**src/rtl/excl_mon_pkg.sv**
```systemverilog
package excl_mon_pkg;

   typedef enum logic [1:0] {
      RSP_OKAY   = 2'b00,
      RSP_EXOKAY = 2'b01,
      RSP_SLVERR = 2'b10,
      RSP_DECERR = 2'b11
   } resp_e;

   // log2 of the byte span a write of the given size code overlaps
   function automatic int unsigned cover_lg2(input int unsigned gran_lg2,
                                             input logic [2:0] size);
      int unsigned s;
      s = {29'b0, size};
      return (s > gran_lg2) ? s : gran_lg2;
   endfunction

endpackage

```
**src/rtl/excl_resv_slot.sv**
```systemverilog
module excl_resv_slot
   import excl_mon_pkg::*;
#(
   parameter int unsigned ADDR_W   = 32,
   parameter int unsigned ID_W     = 4,
   parameter int unsigned GRAN_LG2 = 3
) (
   input  logic              clk,
   input  logic              rst_n,
   input  logic              install_i,
   input  logic              clear_i,
   input  logic [ID_W-1:0]   ins_id_i,
   input  logic [ADDR_W-1:0] ins_addr_i,
   input  logic [2:0]        ins_size_i,
   input  logic [ID_W-1:0]   rd_id_i,
   input  logic [ID_W-1:0]   wr_id_i,
   input  logic [ADDR_W-1:0] wr_addr_i,
   input  logic [2:0]        wr_size_i,
   output logic              vld_o,
   output logic [ID_W-1:0]   id_o,
   output logic              rd_id_hit_o,
   output logic              wr_id_hit_o,
   output logic              wr_loc_hit_o,
   output logic              wr_size_eq_o
);

   localparam logic [ADDR_W-1:0] GRAN_MASK = {ADDR_W{1'b1}} << GRAN_LG2;

   logic              q_vld;
   logic [ID_W-1:0]   q_id;
   logic [ADDR_W-1:0] q_addr;
   logic [2:0]        q_size;
   logic [ADDR_W-1:0] wr_mask;

   // install wins over clear: the read is ordered after the write
   always_ff @(posedge clk or negedge rst_n) begin
      if (!rst_n) begin
         q_vld  <= 1'b0;
         q_id   <= '0;
         q_addr <= '0;
         q_size <= '0;
      end else if (install_i) begin
         q_vld  <= 1'b1;
         q_id   <= ins_id_i;
         q_addr <= ins_addr_i & GRAN_MASK;
         q_size <= ins_size_i;
      end else if (clear_i) begin
         q_vld  <= 1'b0;
      end
   end

   always_comb wr_mask = {ADDR_W{1'b1}} << cover_lg2(GRAN_LG2, wr_size_i);

   assign vld_o        = q_vld;
   assign id_o         = q_id;
   assign rd_id_hit_o  = q_vld && (q_id == rd_id_i);
   assign wr_id_hit_o  = q_vld && (q_id == wr_id_i);
   assign wr_loc_hit_o = q_vld && ((q_addr & wr_mask) == (wr_addr_i & wr_mask));
   assign wr_size_eq_o = (q_size == wr_size_i);

endmodule

```
**src/rtl/excl_resv_age.sv**
```systemverilog
module excl_resv_age #(
   parameter int unsigned N = 4
) (
   input  logic         clk,
   input  logic         rst_n,
   input  logic [N-1:0] touch_i,
   output logic [N-1:0] oldest_o
);

   // older_q[i][j] set: slot i was touched before slot j
   logic [N-1:0][N-1:0] older_q;

   always_ff @(posedge clk or negedge rst_n) begin
      if (!rst_n) begin
         for (int i = 0; i < N; i++)
            for (int j = 0; j < N; j++)
               older_q[i][j] <= (i < j);
      end else if (|touch_i) begin
         for (int i = 0; i < N; i++)
            for (int j = 0; j < N; j++) begin
               if (i == j)          older_q[i][j] <= 1'b0;
               else if (touch_i[i]) older_q[i][j] <= 1'b0;
               else if (touch_i[j]) older_q[i][j] <= 1'b1;
            end
      end
   end

   always_comb begin
      for (int i = 0; i < N; i++) begin
         oldest_o[i] = 1'b1;
         for (int j = 0; j < N; j++)
            if (j != i && !older_q[i][j]) oldest_o[i] = 1'b0;
      end
   end

endmodule

```
**src/rtl/excl_resv_mon.sv**
```systemverilog
module excl_resv_mon
   import excl_mon_pkg::*;
#(
   parameter int unsigned ADDR_W   = 32,
   parameter int unsigned ID_W     = 4,
   parameter int unsigned NSLOT    = 4,
   parameter int unsigned GRAN_LG2 = 3
) (
   input  logic              clk,
   input  logic              rst_n,
   input  logic              rd_fire,
   input  logic              rd_excl,
   input  logic [ID_W-1:0]   rd_id,
   input  logic [ADDR_W-1:0] rd_addr,
   input  logic [2:0]        rd_size,
   input  logic              wr_fire,
   input  logic              wr_excl,
   input  logic [ID_W-1:0]   wr_id,
   input  logic [ADDR_W-1:0] wr_addr,
   input  logic [2:0]        wr_size,
   output logic              bresp_vld,
   output logic [1:0]        bresp_code,
   output logic              bresp_commit
);

   if (NSLOT < 1) begin : g_bad_nslot
      $error("excl_resv_mon: NSLOT must be at least 1");
   end
   if (ID_W < 1) begin : g_bad_idw
      $error("excl_resv_mon: ID_W must be at least 1");
   end
   if (ADDR_W < 8 || GRAN_LG2 >= ADDR_W) begin : g_bad_addr
      $error("excl_resv_mon: ADDR_W must be >= 8 and exceed GRAN_LG2");
   end

   logic [NSLOT-1:0]           s_vld;
   logic [NSLOT-1:0][ID_W-1:0] s_id;
   logic [NSLOT-1:0]           s_rdhit;
   logic [NSLOT-1:0]           s_wrid;
   logic [NSLOT-1:0]           s_wrloc;
   logic [NSLOT-1:0]           s_szeq;
   logic [NSLOT-1:0]           s_clr;
   logic [NSLOT-1:0]           s_ins;
   logic [NSLOT-1:0]           free_after;
   logic [NSLOT-1:0]           first_free;
   logic [NSLOT-1:0]           oldest;
   logic [NSLOT-1:0]           pick;
   logic                       ex_ok;
   logic                       commit;

   for (genvar i = 0; i < NSLOT; i++) begin : g_slot
      excl_resv_slot #(
         .ADDR_W   (ADDR_W),
         .ID_W     (ID_W),
         .GRAN_LG2 (GRAN_LG2)
      ) u_slot (
         .clk          (clk),
         .rst_n        (rst_n),
         .install_i    (s_ins[i]),
         .clear_i      (s_clr[i]),
         .ins_id_i     (rd_id),
         .ins_addr_i   (rd_addr),
         .ins_size_i   (rd_size),
         .rd_id_i      (rd_id),
         .wr_id_i      (wr_id),
         .wr_addr_i    (wr_addr),
         .wr_size_i    (wr_size),
         .vld_o        (s_vld[i]),
         .id_o         (s_id[i]),
         .rd_id_hit_o  (s_rdhit[i]),
         .wr_id_hit_o  (s_wrid[i]),
         .wr_loc_hit_o (s_wrloc[i]),
         .wr_size_eq_o (s_szeq[i])
      );
   end

   // write side, judged against the state before this cycle
   assign ex_ok  = wr_fire && wr_excl && |(s_wrid & s_wrloc & s_szeq);
   assign commit = wr_fire && (!wr_excl || ex_ok);
   assign s_clr  = commit ? s_wrloc : '0;

   // read side, after the write has been applied
   assign free_after = ~s_vld | s_clr;

   always_comb begin
      logic found;
      found      = 1'b0;
      first_free = '0;
      for (int i = 0; i < NSLOT; i++)
         if (free_after[i] && !found) begin
            first_free[i] = 1'b1;
            found         = 1'b1;
         end
   end

   if (NSLOT == 1) begin : g_single
      assign oldest = 1'b1;
   end else begin : g_multi
      excl_resv_age #(.N(NSLOT)) u_age (
         .clk      (clk),
         .rst_n    (rst_n),
         .touch_i  (s_ins),
         .oldest_o (oldest)
      );
   end

   always_comb begin
      if (|s_rdhit)          pick = s_rdhit;
      else if (|free_after)  pick = first_free;
      else                   pick = oldest;
   end

   assign s_ins = (rd_fire && rd_excl) ? pick : '0;

   always_ff @(posedge clk or negedge rst_n) begin
      if (!rst_n) begin
         bresp_vld    <= 1'b0;
         bresp_code   <= RSP_OKAY;
         bresp_commit <= 1'b0;
      end else begin
         bresp_vld    <= wr_fire;
         bresp_code   <= ex_ok ? RSP_EXOKAY : RSP_OKAY;
         bresp_commit <= commit;
      end
   end

endmodule

```
**config.mk**
```make
export PLATFORM = sky130hd
export DESIGN_NAME = excl_resv_mon
export DESIGN_NICKNAME = d
export VERILOG_FILES = /design/src/rtl/excl_mon_pkg.sv /design/src/rtl/excl_resv_slot.sv /design/src/rtl/excl_resv_age.sv /design/src/rtl/excl_resv_mon.sv
export SDC_FILE = /design/constraint.sdc
export NUM_CORES = 1
export LEC_CHECK = 0
export BUFFER_PORTS_ARGS = -buffer_cell sky130_fd_sc_hd__buf_2
export CORE_ASPECT_RATIO = 0.8
export CORE_MARGIN = 5
export CORE_UTILIZATION = 59
export CTS_BUF_LIST = sky130_fd_sc_hd__clkbuf_8 sky130_fd_sc_hd__clkbuf_16
export CTS_CLUSTER_SIZE = 12
export DETAILED_ROUTE_END_ITERATION = 10
export PLACE_DENSITY = 0.8
export SYNTH_ARGS = -nofsm -noshare
export SYNTH_HDL_FRONTEND = slang
export SYNTH_SLANG_ARGS = --single-unit
```
**constraint.sdc**
```tcl
create_clock -name clk -period 3.7 [get_ports clk]
set_input_delay 0.74 -clock clk [delete_from_list [all_inputs] [get_ports clk]]
set_output_delay 0.74 -clock clk [all_outputs]
set_load 0.1 [all_outputs]
```
Word-level counts from Yosys, hierarchy flattened --
Index checks and enable logic that the tools add are counted.
Word-level totals: register bits 163, input port bits 84
Cells by class: muxes and demuxes 48, magnitude comparators 1, eq/ne operators 16, reductions and logical operators 44, bitwise gates (word level) 9, shifts and indexed selects 1
Operators by type and width (count):
- bitwise AND 32 bit | 5
- == test 32 bit | 4
- two-way mux 1 bit | 43
- == test 4 bit | 8
- << shifter 32 x 32 -> 32 bit, first input constant | 1
- nonzero test 2 bit | 10
- logical AND 1 bit | 19
- two-way mux 4 bit | 4
- OR reduction 4 bit | 4
- == test 3 bit | 4
- AND reduction 2 bit | 6
- bitwise AND 4 bit | 2
- zero test 1 bit | 4
- NOT 4 bit | 1
- bitwise OR 4 bit | 1
- greater-than comparator 3 x 2 -> 1 bit, second input constant | 1
- two-way mux 3 bit | 1
- logical OR 1 bit | 1

Longest topological paths before layout --
Gate-level depths: netlist of the first run.
word-level depth 29, gate-level depth with buffers 12, mapped depth without buffers 9

Modules after synthesis --
Synthesis of the first run repeated with hierarchy kept, for this count alone.
Second synthesis, totals: cell total of the unflattened synthesis 634, area total of the unflattened synthesis 8191.6 µm²
Modules (own cells, without submodules):
- excl_resv_slot | seq. area each 925.9 µm², instances 4, area each 1830.5 µm², cells each 137
- excl_resv_age | seq. area each 307.8 µm², instances 1, area each 452.9 µm², cells each 28
- excl_resv_mon | seq. area each 75.1 µm², instances 1, area each 416.6 µm², cells each 58

Worst setup path after synthesis of the first run --
Ideal clock, no wire load.
path kind input to register, start point in wr_addr[30], end point reg g_slot[2].u_slot.q_id[3], arrival time 3.145 ns, setup time 0.127 ns, slack 0.428 ns, data required time 3.573 ns, stages on the path 11, path through clkbuf_1 > xnor2_1 > nand4_1 > nor4_2 > nand4_2 > o221ai_4 > o211a_1 > o221ai_2 > a41oi_4 > buf_4 > mux2_1
Between the ends: word-level cells in the longest chain between the ends 21
Ends and longest elaborated chain:
- start, declared | line excl_resv_mon.sv:19 | input logic [ADDR_W-1:0] wr_addr,
- bitwise AND 32 bit (*) | line excl_resv_slot.sv:58 | assign wr_loc_hit_o = q_vld && ((q_addr & wr_mask) == (wr_addr_i & wr_mask));
- == test 32 bit | line excl_resv_slot.sv:58
- logical AND 1 bit | line excl_resv_slot.sv:58
- bitwise AND 4 bit (2 in a row) | line excl_resv_mon.sv:78 | assign ex_ok = wr_fire && wr_excl && |(s_wrid & s_wrloc & s_szeq);
- OR reduction 4 bit | line excl_resv_mon.sv:78
- logical AND 1 bit | line excl_resv_mon.sv:78
- logical OR 1 bit | line excl_resv_mon.sv:79 | assign commit = wr_fire && (!wr_excl || ex_ok);
- logical AND 1 bit | line excl_resv_mon.sv:79
- [... 4 more ...]
- logical AND 1 bit | line excl_resv_mon.sv:90 | if (free_after[i] && !found) begin
- two-way mux 1 bit | line excl_resv_mon.sv:90
- zero test 1 bit | line excl_resv_mon.sv:90
- logical AND 1 bit | line excl_resv_mon.sv:90
- two-way mux 1 bit | line excl_resv_mon.sv:90
- two-way mux 4 bit (*) | line excl_resv_mon.sv:109 | else if (|free_after) pick = first_free;
- two-way mux 4 bit (*) | line excl_resv_mon.sv:108 | if (|s_rdhit) pick = s_rdhit;
- two-way mux 4 bit (*) | line excl_resv_mon.sv:113 | assign s_ins = (rd_fire && rd_excl) ? pick : '0;
- end signal, assigned | line excl_resv_slot.sv:44 | q_id <= ins_id_i;
- end, declared | line excl_resv_slot.sv:30 | logic [ID_W-1:0] q_id;
Every way passes the cells marked *; elsewhere a longest branch is shown, timed or not. A chain may end at the register's enable or synchronous reset.

Worst setup path in the final report of the first run --
start point in wr_size[1], end point reg g_slot[3].u_slot.q_size[1]
Between the ends: word-level cells in the longest chain between the ends 27
Ends and longest elaborated chain:
- start, declared | line excl_resv_mon.sv:20 | input logic [2:0] wr_size,
- greater-than comparator 3 x 2 -> 1 bit | line excl_mon_pkg.sv:15 | return (s > gran_lg2) ? s : gran_lg2;
- two-way mux 3 bit | line excl_mon_pkg.sv:15
- << shifter 32 x 32 -> 32 bit | line excl_resv_slot.sv:52 | always_comb wr_mask = {ADDR_W{1'b1}} << cover_lg2(GRAN_LG2, wr_size_i);
- bitwise AND 32 bit | line excl_resv_slot.sv:58
- == test 32 bit | line excl_resv_slot.sv:58
- logical AND 1 bit | line excl_resv_slot.sv:58
- bitwise AND 4 bit (2 in a row) | line excl_resv_mon.sv:78
- OR reduction 4 bit | line excl_resv_mon.sv:78
- [... 10 more ...]
- logical AND 1 bit | line excl_resv_mon.sv:90
- two-way mux 1 bit | line excl_resv_mon.sv:90
- zero test 1 bit | line excl_resv_mon.sv:90
- logical AND 1 bit | line excl_resv_mon.sv:90
- two-way mux 1 bit | line excl_resv_mon.sv:90
- two-way mux 4 bit (*) | line excl_resv_mon.sv:109
- two-way mux 4 bit (*) | line excl_resv_mon.sv:108
- two-way mux 4 bit (*) | line excl_resv_mon.sv:113
- end signal, assigned | line excl_resv_slot.sv:46 | q_size <= ins_size_i;
- end, declared | line excl_resv_slot.sv:32 | logic [2:0] q_size;
Marks and branches as above.

==> results of run 1 <==
==> final timing paths <==
| check | end | from |
|---|---|---|
| max in group asynchronous | g_slot[0].u_slot.id_o[3] | rst_n |
| worst min register to register | g_multi.u_age.older_q[11] | g_multi.u_age.older_q[11] |
| worst max register to register | g_slot[2].u_slot.q_addr[3] | g_slot[3].u_slot.q_addr[9] |
| worst min-delay path | g_slot[1].u_slot.q_addr[30] | rst_n |
| min in group clk | g_multi.u_age.older_q[11] | g_multi.u_age.older_q[11] |
| worst max-delay path | g_slot[3].u_slot.q_size[1] | wr_size[1] |
==> Yosys cell counts, types with 4 or more instances <==
library cell | number | share of area
mux2_1 | 99 | 0.13
xor2_1 | 27 | 0.028
nand3_1 | 5 | 0.0030
a21oi_1 | 9 | 0.0054
nor3_1 | 4 | 0.0024
nor2_1 | 10 | 0.0045
buf_2 | 11 | 0.0066
o21ai_0 | 5 | 0.0030
mux2_2 | 45 | 0.061
clkbuf_1 | 21 | 0.0095
dfrtp_1 | 157 | 0.47
buf_4 | 11 | 0.0099
nor4_1 | 12 | 0.0090
dfstp_2 | 6 | 0.019
a21boi_1 | 4 | 0.0036
xnor2_1 | 132 | 0.14
buf_6 | 6 | 0.0081
inv_1 | 14 | 0.0063
o22ai_1 | 4 | 0.0030
o21a_1 | 6 | 0.0054
nand2_1 | 6 | 0.0027
nand4_1 | 32 | 0.024
and3_1 | 5 | 0.0038
==> registers in the layout, summed over array words and instances, names as in the netlist <==
signal / count
g_slot.u_slot.q_addr: 116
g_slot.u_slot.id_o: 16
g_multi.u_age.older_q: 12
g_slot.u_slot.q_size: 12
g_slot.u_slot.vld_o: 4
bresp_code: 1
bresp_commit: 1
bresp_vld: 1
==> power by group through the flow <==
stage               sequential [uW]  combinational, uW  clock, uW
floorplan                      3200               2040          0
global placement               3280               2650          0
detailed placement             3350               2740          0
CTS                            3330               2770       1780
global route                   3430               3010       1870
finish                         3330               2770       1760
==> worst max-delay path: cells and delay by family <==
kind,cells,cell delay (ns)
compound gates,5,1.43
buf+inv,3,0.55
mux,1,0.35
simple gates,3,0.49
==> area by class of cell <==
class,count,share of cell area
well taps,180,0.0234
inverters,14,0.00547
clock inverters,10,0.0111
repair buffers,109,0.0754
flip-flops and latches,163,0.425
multi-input cells,436,0.408
clock buffers,22,0.0514
==> cells by family (layout without fill, tap and decap cells) <==
| logic type | after synthesis | in the layout | share of synthesized area |
|---|---|---|---|
| xor gates and xnor gates | 159 | 159 | 0.167 |
| buffers and inverters | 63 | 155 | 0.0404 |
| AOI/OAI and AO/OA | 50 | 50 | 0.0500 |
| other | 1 | 1 | 0.000450 |
| DFF | 163 | 163 | 0.490 |
| and+or+nand+nor | 82 | 82 | 0.0572 |
| muxes | 144 | 144 | 0.195 |
==> stage by stage <==
step / area, um2 / cells / total power [uW] / util
after floorplan: 8330 / 662 / 5240 / -
after global placement: 9010 / 902 / 5920 / 0.658
after detailed placement: 9010 / 902 / 6090 / 0.658
after CTS: 9610 / 934 / 7880 / 0.702
after global routing: 9610 / 934 / 8310 / 0.702
final: 9610 / 934 / 7860 / 0.702
==> layer usage <==
metal / up-vias / GRT usage / wire [um]
li1: 2454 / - / -
met1: 2750 / 0.371 / 9020
met2: 158 / 0.380 / 8930
met3: 29 / 0.0712 / 1400
met4: 0 / 0.0564 / 245
met5: - / 0 / 0
==> flow_summary.json, run 1 <==
{
  "antenna_found_initial": 0,
  "cp_cell_sequence": "buf_2 > and3_1 > o22ai_1 > nor3_1 > nand4_2 > o221ai_4 > o211a_1 > buf_4 > a311o_1 > a22oi_4 > buf_4 > mux2_1",
  "leakage_uw": 0.00411,
  "reg2reg_slack_ns": 0.53,
  "seq_area_frac_synth": 0.490,
  "area_growth_pct": 15.3,
  "yosysWarnings": 0,
  "finalSetupTns_ns": 0,
  "fillerInstances": 944,
  "vias_per_cell": 5.77,
  "grt_max_degree": 98,
  "io_buffer_count": 80,
  "first_pass_iters": 5,
  "synth_area_um2": 8330,
  "fmax_ghz": 0.306,
  "rsz0062_at_grt": "false",
  "most-common-layout-cells": "dfrtp_1 (157), xnor2_1 (132), mux2_1 (99), buf_2 (79), mux2_2 (45)",
  "die_height_um": 116,
  "start_util": 0.609,
  "ys_async_sr_fraction": 1.00,
  "p_clk_frac": 0.224,
  "die_w_um": 143,
  "track_usage": 0.253,
  "register_area_um2": 4090,
  "worstPathRequired_ns": 4.00,
  "finalCritPeriodShare": 0.884,
  "mostFrequentLayoutCell": "dfrtp_1",
  "drt_iter0_markers": 351,
  "remaining_drc_errors": 0,
  "p_int_uw": 5270,
  "crit_top_cell": "buf_4",
  "switching_share": 0.330,
  "htreeDepth": 4,
  "crit_arrival_ns": 3.57,
  "antenna_cells": 0,
  "syn_nets": 746,
  "finalSetupViolations": 0,
  "pwr-share-seq": 0.423,
  "clock_sinks": 163,
  "max_stage_delay_ns": 0.36,
  "dieArea_um2": 16600,
  "relSlewSlack": 0.288,
  "wl_per_cell_um": 21.0,
  "hpwl_mm": 14.5,
  "crit_slowest_cell": "a311o_1",
  "postRouteAntennaNets": 0,
  "path_class": "in2reg",
  "synth_cell_types": 48,
  "clk_pin_slew_worst_paths_ns": 0.06,
  "cp-end-kind": "register",
  "min-delay-path-class": "in2async",
  "holdBufCountCts": 0,
  "row_count": 38,
  "cts_resized": 0,
  "multiInputGateArea_um2": 3920,
  "clock_skew_ns": 0.00878,
  "synthCells": 662,
  "ff2ff_path_depth": 11,
  "cp-start-kind": "input pin",
  "finalHoldViolCount": 0,
  "grt-ovfl-total": 0,
  "finalWorstSetupSlack_ns": 0.431,
  "cts_buffer_depth": 2,
  "drive_above_1_share": 0.265,
  "clk_latency_ns": 0.43,
  "final_nets": 825,
  "numCtsBuffers": 17,
  "grt_pass1_vias": 5715,
  "cts_root_buf": "clkbuf_16",
  "grt_pass1_wl_mm": 31.6,
  "place_ws_ns": 0.0299,
  "worstMarginPinSlew_ns": 1.06,
  "whs_ns": 0.388,
  "vias": 5391,
  "pwr-share-comb": 0.352,
  "ys.flop_type": "dfrtp_1",
  "ys_ff_latch": 163,
  "p_sw_uw": 2600,
  "drt_wl_total_mm": 19.6,
  "postCtsSetupBuffers": 0,
  "core_um2": 13700,
  "synth-edff-count": 0,
  "period_minus_slack_ns": 3.27,
  "final-max-slew-violation-count": 0,
  "drv_cap": 0,
  "cp_max_fo": 9,
  "cts_tree": "done",
  "num_io_pins": 88,
  "peakVddDrop_uv": 472,
  "status": "completed",
  "avgSynthCellArea_um2": 12.6,
  "gp_congestion": 0.926,
  "powerDensity_nw_per_um2": 818
}
(Power assumes the default switching activity.)
==> inputs of run 2 (changes only) <==
- CORE_UTILIZATION: 59 -> 62
- PLACE_DENSITY: 0.8 -> 0.83
- clock period: 3.7 -> 4.2 ns (I/O delays scaled with it)
==> run 2 against run 1 <==
Against the previous run: clock skew is 0.00088 ns lower; largest power group unchanged; routed wire length is 1.4% higher; design area is 1.8% lower; hold slack better by 0.080 ns; final cell count is 2.5% lower; sequential share of layout area is 0.78 points higher; critical path depth stayed put; worst setup slack better by 0.095 ns; flip-flop and latch count stayed put; non-clock buffer count is 18 lower; combinational power is 14% lower; clock power is 9.7% lower.
==> flow_summary.json, run 2 (synthesis gave the netlist of run 1 again) <==
{
  "htreeDepth": 4,
  "top_usage_layer": "met2",
  "worstMarginPinSlew_ns": 0.948,
  "mostFrequentLayoutCell": "dfrtp_1",
  "postRouteAntennaNets": 0,
  "first_pass_iters": 5,
  "postCtsSetupBuffers": 0,
  "rsz0062_at_grt": "false",
  "clock_sinks": 163,
  "drive_above_1_share": 0.247,
  "pwr-share-seq": 0.425,
  "wl_per_cell_um": 21.8,
  "drv_cap": 0,
  "design_area_um2": 9440,
  "peakVddDrop_uv": 493,
  "area_growth_pct": 13.2,
  "most-common-layout-cells": "dfrtp_1 (157), xnor2_1 (132), mux2_1 (99), buf_2 (79), mux2_2 (45)",
  "placed_area_um2": 8830,
  "cts_resized": 0,
  "die_w_um": 140,
  "track_usage": 0.264,
  "pwr-share-comb": 0.345,
  "start_util": 0.641,
  "clk_latency_ns": 0.43,
  "fillerInstances": 869,
  "whs_ns": 0.468,
  "die_height_um": 114,
  "path_class": "in2reg",
  "met2_usage": 0.403,
  "numCtsBuffers": 17,
  "num_io_pins": 88,
  "finalHoldViolCount": 0,
  "fin_cells": 911,
  "clock_skew_ns": 0.00791,
  "leakage_uw": 0.00401,
  "relSlewSlack": 0.362,
  "regMostFlops": "g_slot.u_slot.q_addr",
  "cts_tree": "done",
  "cp_max_fo": 17,
  "reg2reg_slack_ns": 0.71,
  "cp-end-kind": "register",
  "drt_wl_total_mm": 19.9,
  "final_nets": 807,
  "finalSetupViolations": 0,
  "cp-start-kind": "input pin",
  "dp.cells": 879,
  "finalSetupTns_ns": 0,
  "dieArea_um2": 15900,
  "final-max-slew-violation-count": 0,
  "crit_arrival_ns": 3.98,
  "switching_share": 0.332,
  "p_int_uw": 4620,
  "largest_reg_flops": 116,
  "p_clk_frac": 0.230,
  "vias": 5413,
  "io_buffer_count": 80,
  "p_sw_uw": 2300,
  "ff2ff_path_depth": 10,
  "grtUsageMet3": 0.0696,
  "cts_buffer_depth": 2,
  "status": "completed",
  "grt_max_degree": 92,
  "core_um2": 13000,
  "cts_root_buf": "clkbuf_16",
  "remaining_drc_errors": 0,
  "grt_pass1_wl_mm": 32.2,
  "powerDensity_nw_per_um2": 733,
  "hpwl_mm": 14.2,
  "clk_pin_slew_worst_paths_ns": 0.06,
  "worstPathRequired_ns": 4.50,
  "period_minus_slack_ns": 3.67,
  "min-delay-path-class": "in2async",
  "r2r-end": "g_slot[2].u_slot.q_addr[21]",
  "grt-ovfl-total": 0,
  "r2r_start": "g_slot[1].u_slot.q_addr[30]",
  "drt_iter0_markers": 454,
  "finalCritPeriodShare": 0.875,
  "row_count": 37,
  "antenna_found_initial": 0,
  "vias_per_cell": 5.94,
  "gp_congestion": 0.916,
  "grt_pass1_vias": 5719,
  "met1_usage": 0.385,
  "fmax_ghz": 0.272,
  "fin_util": 0.725,
  "holdBufCountCts": 0,
  "antenna_cells": 0
}
==> run 2: per-stage QoR <==
stage | setup WS, ns | total power [uW]
global placement | 0.234 | 5140
floorplan | 0.828 | 4610
detailed placement | 0.187 | 5300
CTS | 0.581 | 6940
finish | 0.526 | 6910
global route | 0.445 | 7300
==> run 2: worst max-delay path by stage <==
stage / endpoint / slack (ns) / from
final: g_slot[2].u_slot.q_addr[21] / 0.53 / wr_addr[27]
after global routing: g_slot[2].u_slot.q_addr[21] / 0.44 / wr_addr[27]
after CTS: g_slot[2].u_slot.q_addr[21] / 0.58 / wr_addr[27]
after detailed placement: g_slot[2].u_slot.q_addr[14] / 0.19 / wr_addr[27]
after global placement: g_slot[2].u_slot.q_addr[20] / 0.23 / wr_addr[27]
after floorplan: g_slot[2].u_slot.id_o[3] / 0.83 / wr_addr[30]
==> run 2: routing by layer <==
metal	routed length [um]	up-vias
met4	196	0
li1	-	2414
met3	1410	19
met1	9070	2777
met5	0	-
met2	9190	203
==> run 2: area by class of cell <==
cell class,instances,area (um2),share of cell area
sequential,163,4090,0.433
multi-input combinational,436,3920,0.416
timing repair buffer,91,552,0.0585
clock buffer,20,467,0.0495
tap,175,219,0.0232
clock inverter,12,139,0.0147
inverter,14,52.6,0.00557
==> run 2: power groups by stage <==
stage	clock network, uW	registers, uW	logic, uW
5_1_grt	1690	3030	2580
3_3_place_gp	0	2880	2250
6_report	1590	2940	2390
3_5_place_dp	0	2950	2340
4_1_cts	1610	2940	2390
2_1_floorplan	0	2820	1800
==> run 2: critical path: stages <==
cell      delay [ns]
buf_2           0.14
xnor2_1         0.24
nand4_1         0.18
nor4_1          0.52
buf_4           0.20
nand3_1         0.15
o21ai_2         0.33
o211a_1         0.26
o221ai_2        0.13
a41oi_4         0.29
buf_4           0.31
mux2_1          0.37
==> inputs of run 3 (changes only) <==
- CORE_MARGIN: 5 -> default
==> run 3 against run 2 <==
Against the previous run: die area is 12% lower; routed wire length is 4.6% lower; combinational power hardly changed; final cell count is 0.22% lower; register-to-register slack better by 0.08 ns; largest power group unchanged.
==> flow_summary.json, run 3 (synthesis gave the netlist of run 1 again) <==
{
  "status": "completed",
  "clock_skew_ns": 0.0110,
  "dieArea_um2": 13900,
  "peakVddDrop_uv": 417,
  "final_nets": 805,
  "hpwl_mm": 13.9,
  "cp_max_fo": 20,
  "clock_sinks": 163,
  "cts_tree": "done",
  "fmax_ghz": 0.277,
  "core_um2": 13000,
  "htreeDepth": 4,
  "postRouteAntennaNets": 0,
  "fillerInstances": 892,
  "holdBufCountCts": 0,
  "drive_above_1_share": 0.244,
  "track_usage": 0.296,
  "wl_per_cell_um": 20.9,
  "grt_max_degree": 84,
  "vias": 5387,
  "leakage_uw": 0.00399,
  "antenna_cells": 0,
  "period_minus_slack_ns": 3.61,
  "row_count": 37,
  "finalHoldViolCount": 0,
  "most-common-layout-cells": "dfrtp_1 (157), xnor2_1 (132), mux2_1 (99), buf_2 (79), mux2_2 (45)",
  "grt_pass1_vias": 5635,
  "io_buffer_count": 80,
  "relSlewSlack": 0.347,
  "placed_area_um2": 8840,
  "worstMarginPinSlew_ns": 0.971,
  "rsz0062_at_grt": "false",
  "cts_buffer_depth": 2,
  "clk_pin_slew_worst_paths_ns": 0.06,
  "whs_ns": 0.445,
  "cts_root_buf": "clkbuf_16",
  "cts_resized": 0,
  "crit_arrival_ns": 3.92,
  "final-max-slew-violation-count": 0,
  "postCtsSetupBuffers": 0,
  "die_height_um": 106,
  "gp_congestion": 0.894,
  "regMostFlops": "g_slot.u_slot.q_addr",
  "num_io_pins": 88,
  "largest_reg_flops": 116,
  "path_class": "in2reg",
  "numCtsBuffers": 17,
  "finalPower_uw": 6750,
  "drt_wl_total_mm": 19.0,
  "first_pass_iters": 4,
  "start_util": 0.643,
  "worstPathRequired_ns": 4.51,
  "mostFrequentLayoutCell": "dfrtp_1",
  "area_growth_pct": 12.7,
  "die_w_um": 132,
  "fin_util": 0.724,
  "finalSetupViolations": 0,
  "min-delay-path-class": "in2async",
  "powerDensity_nw_per_um2": 718,
  "antenna_found_initial": 0,
  "cp-start-kind": "input pin",
  "grt-ovfl-total": 0,
  "finalSetupTns_ns": 0,
  "design_area_um2": 9390,
  "remaining_drc_errors": 0,
  "drt_iter0_markers": 395,
  "clk_latency_ns": 0.43,
  "cp-end-kind": "register",
  "drv_cap": 0,
  "finalCritPeriodShare": 0.861,
  "grt_pass1_wl_mm": 30.6,
  "vias_per_cell": 5.93
}
## run 3: final cells by class
cell class | instances | area, um2 | area share
flip-flops and latches | 163 | 4090 | 0.435
multi-input cells | 436 | 3920 | 0.418
repair buffers | 89 | 562 | 0.0598
clock buffers | 19 | 453 | 0.0482
well taps | 175 | 219 | 0.0233
clock inverters | 13 | 95.1 | 0.0101
inverters | 14 | 52.6 | 0.00560
## run 3: routing by layer
layer | share of wire | wire length [um] | GRT usage | up-vias
met2 | 0.46 | 8690 | 0.451 | 162
met3 | 0.057 | 1090 | 0.0630 | 21
met4 | 0.013 | 238 | 0.0855 | 0
met1 | 0.47 | 8950 | 0.428 | 2795
li1 | - | - | - | 2409
met5 | 0 | 0 | 0 | -
## run 3: critical path: stages
cell	delay (ns)
buf_2	0.14
xnor2_1	0.32
nand4_1	0.21
nor4_2	0.40
nand4_2	0.25
o221ai_4	0.34
o211a_1	0.29
o221ai_2	0.13
a41oi_4	0.39
buf_12	0.23
mux2_1	0.35
## run 3: metrics by stage
step	std cells	setup slack (ns)
floorplan	662	0.828
global placement	877	0.264
detailed placement	877	0.238
CTS	909	0.674
global route	909	0.421
finish	909	0.586
## run 3: worst paths after layout
path	from	end	slack, ns	cells after the start
worst max-delay path	wr_addr[20]	g_slot[2].u_slot.q_addr[17]	0.59	11
worst min-delay path	rst_n	g_slot[1].u_slot.q_size[1]	0.44	1
worst max register to register	g_slot[1].u_slot.q_addr[20]	g_slot[2].u_slot.q_addr[17]	0.79	10
worst min register to register	g_multi.u_age.older_q[7]	g_multi.u_age.older_q[7]	0.47	2
max in group asynchronous	rst_n	g_multi.u_age.older_q[2]	2.85	2
min in group clk	g_multi.u_age.older_q[7]	g_multi.u_age.older_q[7]	0.47	2
## run 3: power by group
group,switching (uW),total (uW),internal (uW)
Combinational,1090,2370,1280
Clock,605,1440,832
Sequential,566,2940,2370
